==> config.mk <==
export PLATFORM = sky130hd
export DESIGN_NAME = adc_window_guard
export DESIGN_NICKNAME = d
export VERILOG_FILES = /design/src/rtl/adc_wdg_pkg.sv /design/src/rtl/wdg_chan_qual.sv /design/src/rtl/wdg_band_cmp.sv /design/src/rtl/wdg_event_latch.sv /design/src/rtl/adc_window_guard.sv
export SDC_FILE = /design/constraint.sdc
export NUM_CORES = 1
export LEC_CHECK = 0
export ABC_AREA = 0
export BUFFER_PORTS_ARGS = -buffer_cell sky130_fd_sc_hd__buf_2
export CORE_ASPECT_RATIO = 1.75
export CORE_MARGIN = 2
export CORE_UTILIZATION = 42
export DETAILED_ROUTE_END_ITERATION = 12
export GPL_TIMING_DRIVEN = 0
export PLACE_DENSITY = 0.79
export SLEW_MARGIN = 20
export SYNTH_ARGS = -nofsm -noshare
export SYNTH_HDL_FRONTEND = slang
export SYNTH_SLANG_ARGS = --single-unit
export TNS_END_PERCENT = 10
==> constraint.sdc <==
create_clock -name clk -period 2.11 [get_ports clk]
set_clock_uncertainty 0.2 [all_clocks]
set_input_delay 0.1055 -clock clk [delete_from_list [all_inputs] [get_ports clk]]
set_output_delay 0.1055 -clock clk [all_outputs]
set_load 0.01 [all_outputs]
==> src/rtl/adc_wdg_pkg.sv <==
// Shared sizes and the band type for the result window watchdog.
package adc_wdg_pkg;
    localparam int RES_W   = 12;   // result and bound width
    localparam int CH_W    = 5;    // channel index width
    localparam int NUM_CH  = 19;   // channels 0..NUM_CH-1
    localparam int WORD_W  = 32;   // packed bound word width
    localparam int LO_LSB  = 0;    // low bound position in the word
    localparam int HI_LSB  = 16;   // high bound position in the word

    typedef struct packed {
        logic [RES_W-1:0] hi;
        logic [RES_W-1:0] lo;
    } band_t;
endpackage

==> src/rtl/wdg_chan_qual.sv <==
// Channel qualifier: decides whether the present result is subject to the
// band check. Assumes res_chan is meaningful only while res_valid is high.
// Indices at or beyond NUM_CH never qualify.
module wdg_chan_qual #(
    parameter int CH_W   = adc_wdg_pkg::CH_W,
    parameter int NUM_CH = adc_wdg_pkg::NUM_CH
) (
    input  logic              clk,
    input  logic              rst_n,
    input  logic              res_valid,
    input  logic [CH_W-1:0]   res_chan,
    input  logic              single_mode,
    input  logic [CH_W-1:0]   guard_chan,
    input  logic [NUM_CH-1:0] seq_mask,
    output logic              take
);
    logic [NUM_CH-1:0] lane_hit;

    // One decode lane per channel: index match, mask bit, mode filter.
    for (genvar i = 0; i < NUM_CH; i++) begin : g_lane
        always_comb begin
            lane_hit[i] = (res_chan == CH_W'(i)) && seq_mask[i] &&
                          (!single_mode || (guard_chan == CH_W'(i)));
        end
    end

    // Qualify only on a valid strobe.
    always_comb take = res_valid && (|lane_hit);

    assert_single_guard_R7: assert property (@(posedge clk) disable iff (!rst_n)
        (take && single_mode) |-> (res_chan == guard_chan));
    assert_range_R13: assert property (@(posedge clk) disable iff (!rst_n)
        take |-> (res_chan < CH_W'(NUM_CH)));
endmodule

==> src/rtl/wdg_band_cmp.sv <==
// Band comparator: unpacks the two bounds from the packed word and reports
// whether a result lies strictly outside them. Both bounds are inclusive.
module wdg_band_cmp #(
    parameter int RES_W  = adc_wdg_pkg::RES_W,
    parameter int WORD_W = adc_wdg_pkg::WORD_W,
    parameter int LO_LSB = adc_wdg_pkg::LO_LSB,
    parameter int HI_LSB = adc_wdg_pkg::HI_LSB
) (
    input  logic [RES_W-1:0]  res_data,
    input  logic [WORD_W-1:0] thr_word,
    output logic              outside
);
    import adc_wdg_pkg::*;

    band_t band;
    logic  above;
    logic  below;
    logic  thr_unused_bits;

    // Pick the bound fields out of the word; spare bits are discarded.
    always_comb begin
        band.lo         = thr_word[LO_LSB +: RES_W];
        band.hi         = thr_word[HI_LSB +: RES_W];
        thr_unused_bits = ^{thr_word[WORD_W-1:HI_LSB+RES_W],
                            thr_word[HI_LSB-1:LO_LSB+RES_W]};
    end

    // Strict compares against each bound.
    always_comb begin
        above   = res_data > band.hi;
        below   = res_data < band.lo;
        outside = above || below;
    end
endmodule

==> src/rtl/wdg_event_latch.sv <==
// Sticky event flag with write-one-to-clear and a gated interrupt.
// Assumes a set and a clear on the same edge resolve to set.
module wdg_event_latch (
    input  logic clk,
    input  logic rst_n,
    input  logic wd_en,
    input  logic hit,
    input  logic clr_wr,
    input  logic clr_data,
    input  logic irq_en,
    output logic flag,
    output logic irq
);
    logic set_req;
    logic clr_req;

    // Request decode for this edge.
    always_comb begin
        set_req = wd_en && hit;
        clr_req = clr_wr && clr_data;
    end

    // Flag register: set wins over clear, otherwise hold.
    always_ff @(posedge clk) begin
        if (!rst_n)       flag <= 1'b0;
        else if (set_req) flag <= 1'b1;
        else if (clr_req) flag <= 1'b0;
    end

    // Interrupt gate.
    always_comb irq = flag && irq_en;

    assert_hold_R9: assert property (@(posedge clk) disable iff (!rst_n)
        (flag && !(clr_wr && clr_data)) |=> flag);
    assert_clear_R10: assert property (@(posedge clk) disable iff (!rst_n)
        (clr_wr && clr_data && !(wd_en && hit)) |=> !flag);
    assert_collide_R11: assert property (@(posedge clk) disable iff (!rst_n)
        (clr_wr && clr_data && wd_en && hit) |=> flag);
    assert_disabled_R5: assert property (@(posedge clk) disable iff (!rst_n)
        (!wd_en && !flag) |=> !flag);
endmodule

==> src/rtl/adc_window_guard.sv <==
// Result window watchdog top: qualifies each result by channel, checks it
// against the band and records violations in a sticky flag.
module adc_window_guard #(
    parameter int RES_W  = adc_wdg_pkg::RES_W,
    parameter int CH_W   = adc_wdg_pkg::CH_W,
    parameter int NUM_CH = adc_wdg_pkg::NUM_CH,
    parameter int WORD_W = adc_wdg_pkg::WORD_W
) (
    input  logic              clk,
    input  logic              rst_n,
    input  logic              res_valid,
    input  logic [RES_W-1:0]  res_data,
    input  logic [CH_W-1:0]   res_chan,
    input  logic              wd_en,
    input  logic              single_mode,
    input  logic [CH_W-1:0]   guard_chan,
    input  logic [NUM_CH-1:0] seq_mask,
    input  logic [WORD_W-1:0] thr_word,
    input  logic              clr_wr,
    input  logic              clr_data,
    input  logic              irq_en,
    output logic              evt_flag,
    output logic              evt_irq
);
    logic take;
    logic outside;
    logic hit;

    wdg_chan_qual #(.CH_W(CH_W), .NUM_CH(NUM_CH)) u_qual (
        .clk(clk), .rst_n(rst_n), .res_valid(res_valid), .res_chan(res_chan),
        .single_mode(single_mode), .guard_chan(guard_chan),
        .seq_mask(seq_mask), .take(take)
    );

    wdg_band_cmp #(.RES_W(RES_W), .WORD_W(WORD_W)) u_cmp (
        .res_data(res_data), .thr_word(thr_word), .outside(outside)
    );

    // A violation needs a qualified result outside the band.
    always_comb hit = take && outside;

    wdg_event_latch u_latch (
        .clk(clk), .rst_n(rst_n), .wd_en(wd_en), .hit(hit),
        .clr_wr(clr_wr), .clr_data(clr_data), .irq_en(irq_en),
        .flag(evt_flag), .irq(evt_irq)
    );

    assert_rise_cause_R3: assert property (@(posedge clk) disable iff (!rst_n)
        (!evt_flag && !res_valid) |=> !evt_flag);
    assert_irq_gate_R12: assert property (@(posedge clk) disable iff (!rst_n)
        evt_irq |-> (evt_flag && irq_en));
endmodule

==> results of run 1 <==
[synth_stat cells, types with 2 or more instances]
library cell   n
nor3b_1        4
and3_1         3
nand4_1       11
nor2b_1        4
a32oi_1        2
ha_1          23
a31oi_1        4
a21oi_1       10
nand3_1       10
a21o_1         2
nand4b_1       3
o311ai_0       2
nand3b_1       2
o221ai_1       2
nor4_1         3
nor3_1         2
mux2i_1        4
buf_6          2
nor2_1         9
nand2_1        9
nor4b_1        3
o22ai_1        2
buf_2          4
inv_1         27
o21ai_0        6
[power breakdown]
part           internal, uW  leakage, uW  switching [uW]  total (uW)
Combinational           125     0.000859             132         257
Sequential             20.2   0.00000812           0.660        20.9
Clock                     0            0               0           0
Total                   145     0.000867             133         278
[kinds of logic after synthesis]
| family | count (synthesis) |
|---|---|
| AO/OA/AOI/OAI | 41 |
| adder cells (fa/ha/maj) | 23 |
| buffers and inverters | 34 |
| flip-flops | 1 |
| multiplexers | 5 |
| AND/OR/NAND/NOR | 67 |
[final timing paths]
check | start | end | slack (ns) | cells past startpoint
max reg2reg | u_latch.flag | u_latch.flag | 0.95 | 3
min | rst_n | u_latch.flag | 0.15 | 2
min reg2reg | u_latch.flag | u_latch.flag | 0.47 | 3
max | res_data[2] | u_latch.flag | 0.17 | 8
[cell type report]
class	instances	share of cell area, %
Multi-Input combinational cell	136	64.3
Inverter	27	6.39
Buffer	7	3.16
Sequential cell	1	1.26
Tap cell	27	2.13
Timing Repair Buffer	72	22.7
[through the flow]
step	instance area, sq um	worst slack, ns	hold WS [ns]	util (%)	cells
2_1_floorplan	1190	0.397	0.0367	-	171
3_3_place_gp	1580	0.157	0.154	58.9	270
3_5_place_dp	1580	0.131	0.152	58.9	270
4_1_cts	1580	0.137	0.152	58.9	270
5_1_grt	1590	0.0124	0.170	58.9	270
6_report	1590	0.167	0.151	58.9	270
[metal layers]
metal,track usage [%],share of wire [%],up-vias
met1,20.1,35,704
met3,1.70,6.8,8
met4,7.74,2.4,0
met5,0,0,-
met2,46.2,56,84
li1,-,-,794
[what timing repair did]
item / CTS / global route
gates resized for setup: 0 / 1
endpoints found under the setup margin: 0 / 1
setup buffers: 0 / 0
==> key figures, run 1 <==
Routing
  • DR vias: 1,590
  • ANT nets after route: 0
  • Total wire length: 3730 um
  • Initial DRC count: 41
  • Remaining DRCs: 0
  • Vias/cell: 5.89
  • DRT Pass-1 Iters: 4
  • Routed len/inst: 13.8 um

Logic synthesis
  • Synth cell types: 43
  • Netlist Area Pre-Place: 0.00119 sq mm
  • Synth top area cells: ha_1 24%, inv_1 8.5%, nand4_1 5.8%
  • XOR/XNOR Fraction of Synth Area: 0%
  • EDFF count, synth: 0
  • Synth Area in Simple Gates: 32.9%
  • Area share of fa/ha/maj cells after synthesis: 24.2%
  • Most used flip-flop cell after synthesis: dfxtp_1
  • Flops & latches, synth: 1
  • Yosys top cell by area: ha_1
  • Mux cell area share after synthesis: 4.31%
  • Syn nets: 275
  • Post-Synthesis Cells: 171
  • Post-synthesis compound-gate area fraction: 24.2%
  • Async SR Flop Fraction: 0%
  • Sequential share of the synthesized area: 1.68%
  • Synth top area share: 24.2%
  • Largest family of logic cells by synthesized area: simple AND/OR/NAND/NOR gates
  • Average cell area after synthesis: 6.96 sq um
  • Synth warn: 0

Setup path
  • Worst Setup End Kind: flip-flop
  • Setup CP Type: in2reg
  • CP top delay family: compound AO/OA/AOI/OAI gates
  • Arrival time worst endpoint: 1.62 ns
  • Crit path max fanout: 3
  • CP Launch Type: input port
  • Crit-path slowest cell: a2111oi_1
  • WP data required: 1.79 ns
  • Crit path buf inv count: 1
  • Crit path cell chain: buf_2 -> ha_1 -> a21oi_1 -> o22ai_1 -> o21a_1 -> a2111oi_1 -> o221ai_1 -> o311a_1
  • CP max stage delay: 0.38 ns

Power
  • VDD IR max: 110 uV
  • Leakage component of the power: 0.000867 uW
  • PwrDens: 175 mW/mm^2
  • Tot Pwr: 278 uW

Place
  • GP Congestion: 0.961
  • Detailed placement HPWL: 3210 um
  • Port bufs: 72

Outcome
  • Status: complete, no violations

Timing
  • TNS Setup: 0 ns
  • Fin crit share: 92.1%
  • Fin. Hold Viols: 0
  • Slew headroom: 75.7%
  • Slew Limit Fails: 0
  • RSZ-0062 raised after global routing: no
  • Count of final setup violators: 0
  • Slew @ Worst Pin: 0.363 ns
  • Fin crit period: 1.94 ns
  • Max Freq: 515 MHz

Die
  • Die ar.: 0.00329 sq mm
  • Chip Height: 74.4 um
  • Core area: 0.00269 sq mm
  • Die X: 44.2 um
  • Initial core utilization: 44.2%
  • Core Rows: 25
  • Num ports: 83

Global routing
  • Global route overflow: 0
  • Initial antenna violation count: 0
  • First-pass GRT wire length: 5690 um
  • Vias in the first global route: 1,490
  • Largest net degree at the start of global routing: 11
  • Total track usage: 21.8%

Cells and area
  • Register with the most flip-flops: u_latch.flag
  • Fillers: 277
  • Top flop regs: u_latch.flag (1)
  • Layout cells sized above 1: 33.7%
  • Most frequent cells in the layout: 76 x buf_2, 27 x inv_1, 23 x ha_1
  • Net count, final: 349
  • Flip-flop count of the largest register after layout: 1
  • Commonest non-fill, non-tap cell in the layout: buf_2
  • Area grow syn2layout: 33.2%
  • Area of the multi-input gates: 0.00102 sq mm
  • Sequential cell area: 20.0 sq um
  • # diodes: 0

Clock network
  • Cts hold-fix bufs: 0
  • Clk_lat worst skew: 0 ns
  • Reg clk slew, reported paths: 0 ns

Flow run
  • MaxCap Viol Count: 0

Min path
  • Worst hold path type: in2reg
Power figures use the tool's default switching activity.
==> run 2, diff against run 1 <==
Settings changed: CORE_UTILIZATION 42 to 43, SYNTH_HIERARCHICAL set to 1.
==> run 2 against run 1 <==
The run now ends with setup timing left. Total power up 7.7%. First-iteration DRC count increased by 20%. Register-to-register slack gained 0.39 ns. Wire length grew 7.9%. Fmax fell by 10%. Utilization is 4.4 points higher. Critical path depth increased by 2. Critical endpoint is now u_latch/flag. Highest routed layer unchanged.
==> key figures, run 2 <==
Setup path
  • Crit path cell chain: buf_8 -> buf_6 -> mux2_4 -> a32oi_2 -> o2111ai_2 -> nor4_2 -> a41oi_2 -> and2_1 -> and3_1 -> a31o_1
  • Arrival time worst endpoint: 1.85 ns (+0.23 ns)
  • Worst Setup End Kind: flip-flop
  • Crit-path slowest cell: mux2_4
  • CP max stage delay: 0.29 ns (-0.09 ns)
  • CP Launch Type: input port
  • CP top delay family: compound AO/OA/AOI/OAI gates
  • Setup CP Type: in2reg
  • Crit path max fanout: 3 (unchanged)
  • Crit path buf inv count: 2 (+1)
  • WP data required: 1.79 ns (about the same)

Logic synthesis
  • Synth warn: 6 (+6)
  • Post-Synthesis Cells: 168 (-1.8%)
  • Synth cell types: 44 (+2.3%)
  • Async SR Flop Fraction: 0% (unchanged)
  • Synth top area cells: ha_1 23%, inv_1 7.2%, a21oi_1 5.6%
  • Flops & latches, synth: 1 (unchanged)
  • Average cell area after synthesis: 7.41 sq um (+6.5%)
  • Commonest cells post-synth: 24 x inv_1, 23 x ha_1, 14 x a21oi_1
  • Most used flip-flop cell after synthesis: dfxtp_1
  • Synth top area share: 23.1% (-1.1 points)
  • EDFF count, synth: 0 (unchanged)
  • Most numerous cell in the Yosys netlist: inv_1
  • Yosys top cell by area: ha_1
  • Syn nets: 272 (-1.1%)
  • Sequential share of the synthesized area: 1.61% (-0.074 points)
  • Netlist Area Pre-Place: 0.00124 sq mm (+4.6%)

Timing
  • Final worst slack: -0.0525 ns (-0.219 ns)
  • Fin crit period: 2.16 ns (+0.219 ns)
  • Slew headroom: 71.7% (-4.0 points)
  • RSZ-0062 raised after global routing: yes
  • Min Hold Slack: 0.146 ns (-0.00454 ns)
  • Max Freq: 462 MHz (-10%)
  • Slew @ Worst Pin: 0.418 ns (+0.0556 ns)
  • Slew Limit Fails: 0 (unchanged)
  • Fin. Hold Viols: 0 (unchanged)
  • Fin crit share: 102% (+10 points)
  • Count of final setup violators: 1 (+1)

Global routing
  • First-pass GRT wire length: 6270 um (+10%)
  • Initial antenna violation count: 0 (unchanged)
  • Largest net degree at the start of global routing: 11 (unchanged)
  • Global route overflow: 0 (unchanged)
  • Total track usage: 24.1% (+2.3 points)
  • Vias in the first global route: 1,524 (+2.3%)

Cells and area
  • Net count, final: 350 (+0.29%)
  • Layout cells sized above 1: 41.8% (+8.1 points)
  • Commonest non-fill, non-tap cell in the layout: buf_2
  • Top flop regs: u_latch/flag (1)
  • Util after Layout: 63.4% (+4.4 points)
  • Final Non-Filler Cells: 271 (+0.37%)
  • # diodes: 0 (unchanged)
  • Flip-flop count of the largest register after layout: 1 (unchanged)
  • Register with the most flip-flops: u_latch/flag
  • Most frequent cells in the layout: 72 x buf_2, 24 x inv_1, 23 x ha_1
  • Area grow syn2layout: 38.5%

Die
  • Num ports: 83 (unchanged)
  • Die X: 44.7 um (+0.99%)
  • Die ar.: 0.00336 sq mm (+2.0%)
  • Chip Height: 75.2 um (+1.0%)
  • Initial core utilization: 45.7% (+1.5 points)
  • Core Rows: 25 (unchanged)
  • Core area: 0.00272 sq mm (+1.2%)

Flow run
  • MaxCap Viol Count: 0 (unchanged)

Routing
  • Remaining DRCs: 0 (unchanged)
  • Vias/cell: 5.96 (+1.3%)
  • DRT Pass-1 Iters: 4 (unchanged)
  • Initial DRC count: 49 (+20%)
  • DR vias: 1,616 (+1.6%)
  • ANT nets after route: 0 (unchanged)
  • Routed len/inst: 14.8 um (+7.5%)
  • Total wire length: 4020 um (+7.9%)

Power
  • PwrDens: 174 mW/mm^2 (-0.94%)
  • Leakage component of the power: 0.000898 uW (+3.6%)
  • Tot Pwr: 299 uW (+7.7%)
  • VDD IR max: 99.0 uV (-10%)

Place
  • Dpl cells: 268 (-0.74%)
  • Port bufs: 73 (+1.4%)
  • Detailed placement HPWL: 3370 um (+5.1%)
  • Setup WS pre-CTS: -0.279 ns (-0.409 ns)
  • GP Congestion: 1.02 (+5.8%)

Clock network
  • Reg clk slew, reported paths: 0 ns (unchanged)
  • Cts hold-fix bufs: 0 (unchanged)
  • Clk_lat worst skew: 0 ns (unchanged)

Min path
  • Worst hold path type: in2reg

Outcome
  • Failing checks: setup timing
  • Status: finished with violations
==> run 2: cell count changes after synthesis, sizes merged, moves of 3 or more <==
cell / change
nand2: -3
and3: +3
a21oi: +4
mux2i: -3
buf: -3
inv: -3
o211ai: +3
==> run 2: cell type report <==
type	instances	area, sq um
multi-input combinational	137	1130
inverter	24	90.1
timing repair buffer	76	398
sequential	1	20.0
tap	27	33.8
fill	276	997
buffer	6	55.1
==> run 2: kinds of logic after synthesis <==
logic type                 synth area share, %
AOI/OAI and AO/OA                         21.5
adders and majority gates                 23.1
buffers and inverters                     10.5
DFF                                       1.61
muxes                                     3.52
and+or+nand+nor                           39.8
==> run 2: final timing paths <==
check	slack [ns]	end	from	depth (start not counted)
worst min register to register	0.28	u_latch/flag	u_latch/flag	1
worst max-delay path	-0.05	u_latch/flag	res_chan[2]	10
worst max register to register	1.34	u_latch/flag	u_latch/flag	1
worst min-delay path	0.15	u_latch/flag	rst_n	2
==> run 2: metrics by stage <==
stage,TNS (ns),cell area [sq um]
after floorplan,0,1240
after global placement,-0.249,1640
after detailed placement,-0.279,1640
after CTS,-0.169,1700
after global routing,-0.131,1720
final,-0.0525,1720
==> run 2: layer usage <==
| metal | up-vias | track usage [%] | part of all wire (%) |
|---|---|---|---|
| li1 | 797 | - | - |
| met1 | 723 | 23.5 | 33 |
| met2 | 86 | 50.7 | 57 |
| met3 | 10 | 1.20 | 6.7 |
| met4 | 0 | 6.73 | 2.7 |
| met5 | - | 0 | 0 |
==> run 2: timing repair <==
action | in CTS | in global routing
setup endpoints to repair | 1 | 1
resized for setup | 10 | 7
pin swaps | 6 | 4
setup buffers | 3 | 0
gates cloned | 0 | 0
==> run 2: where the power goes <==
group          total, uW  switching (uW)  internal [uW]
Combinational        279             140            140
Clock                  0               0              0
Sequential          20.1           0.289           19.8
Total                299             140            159
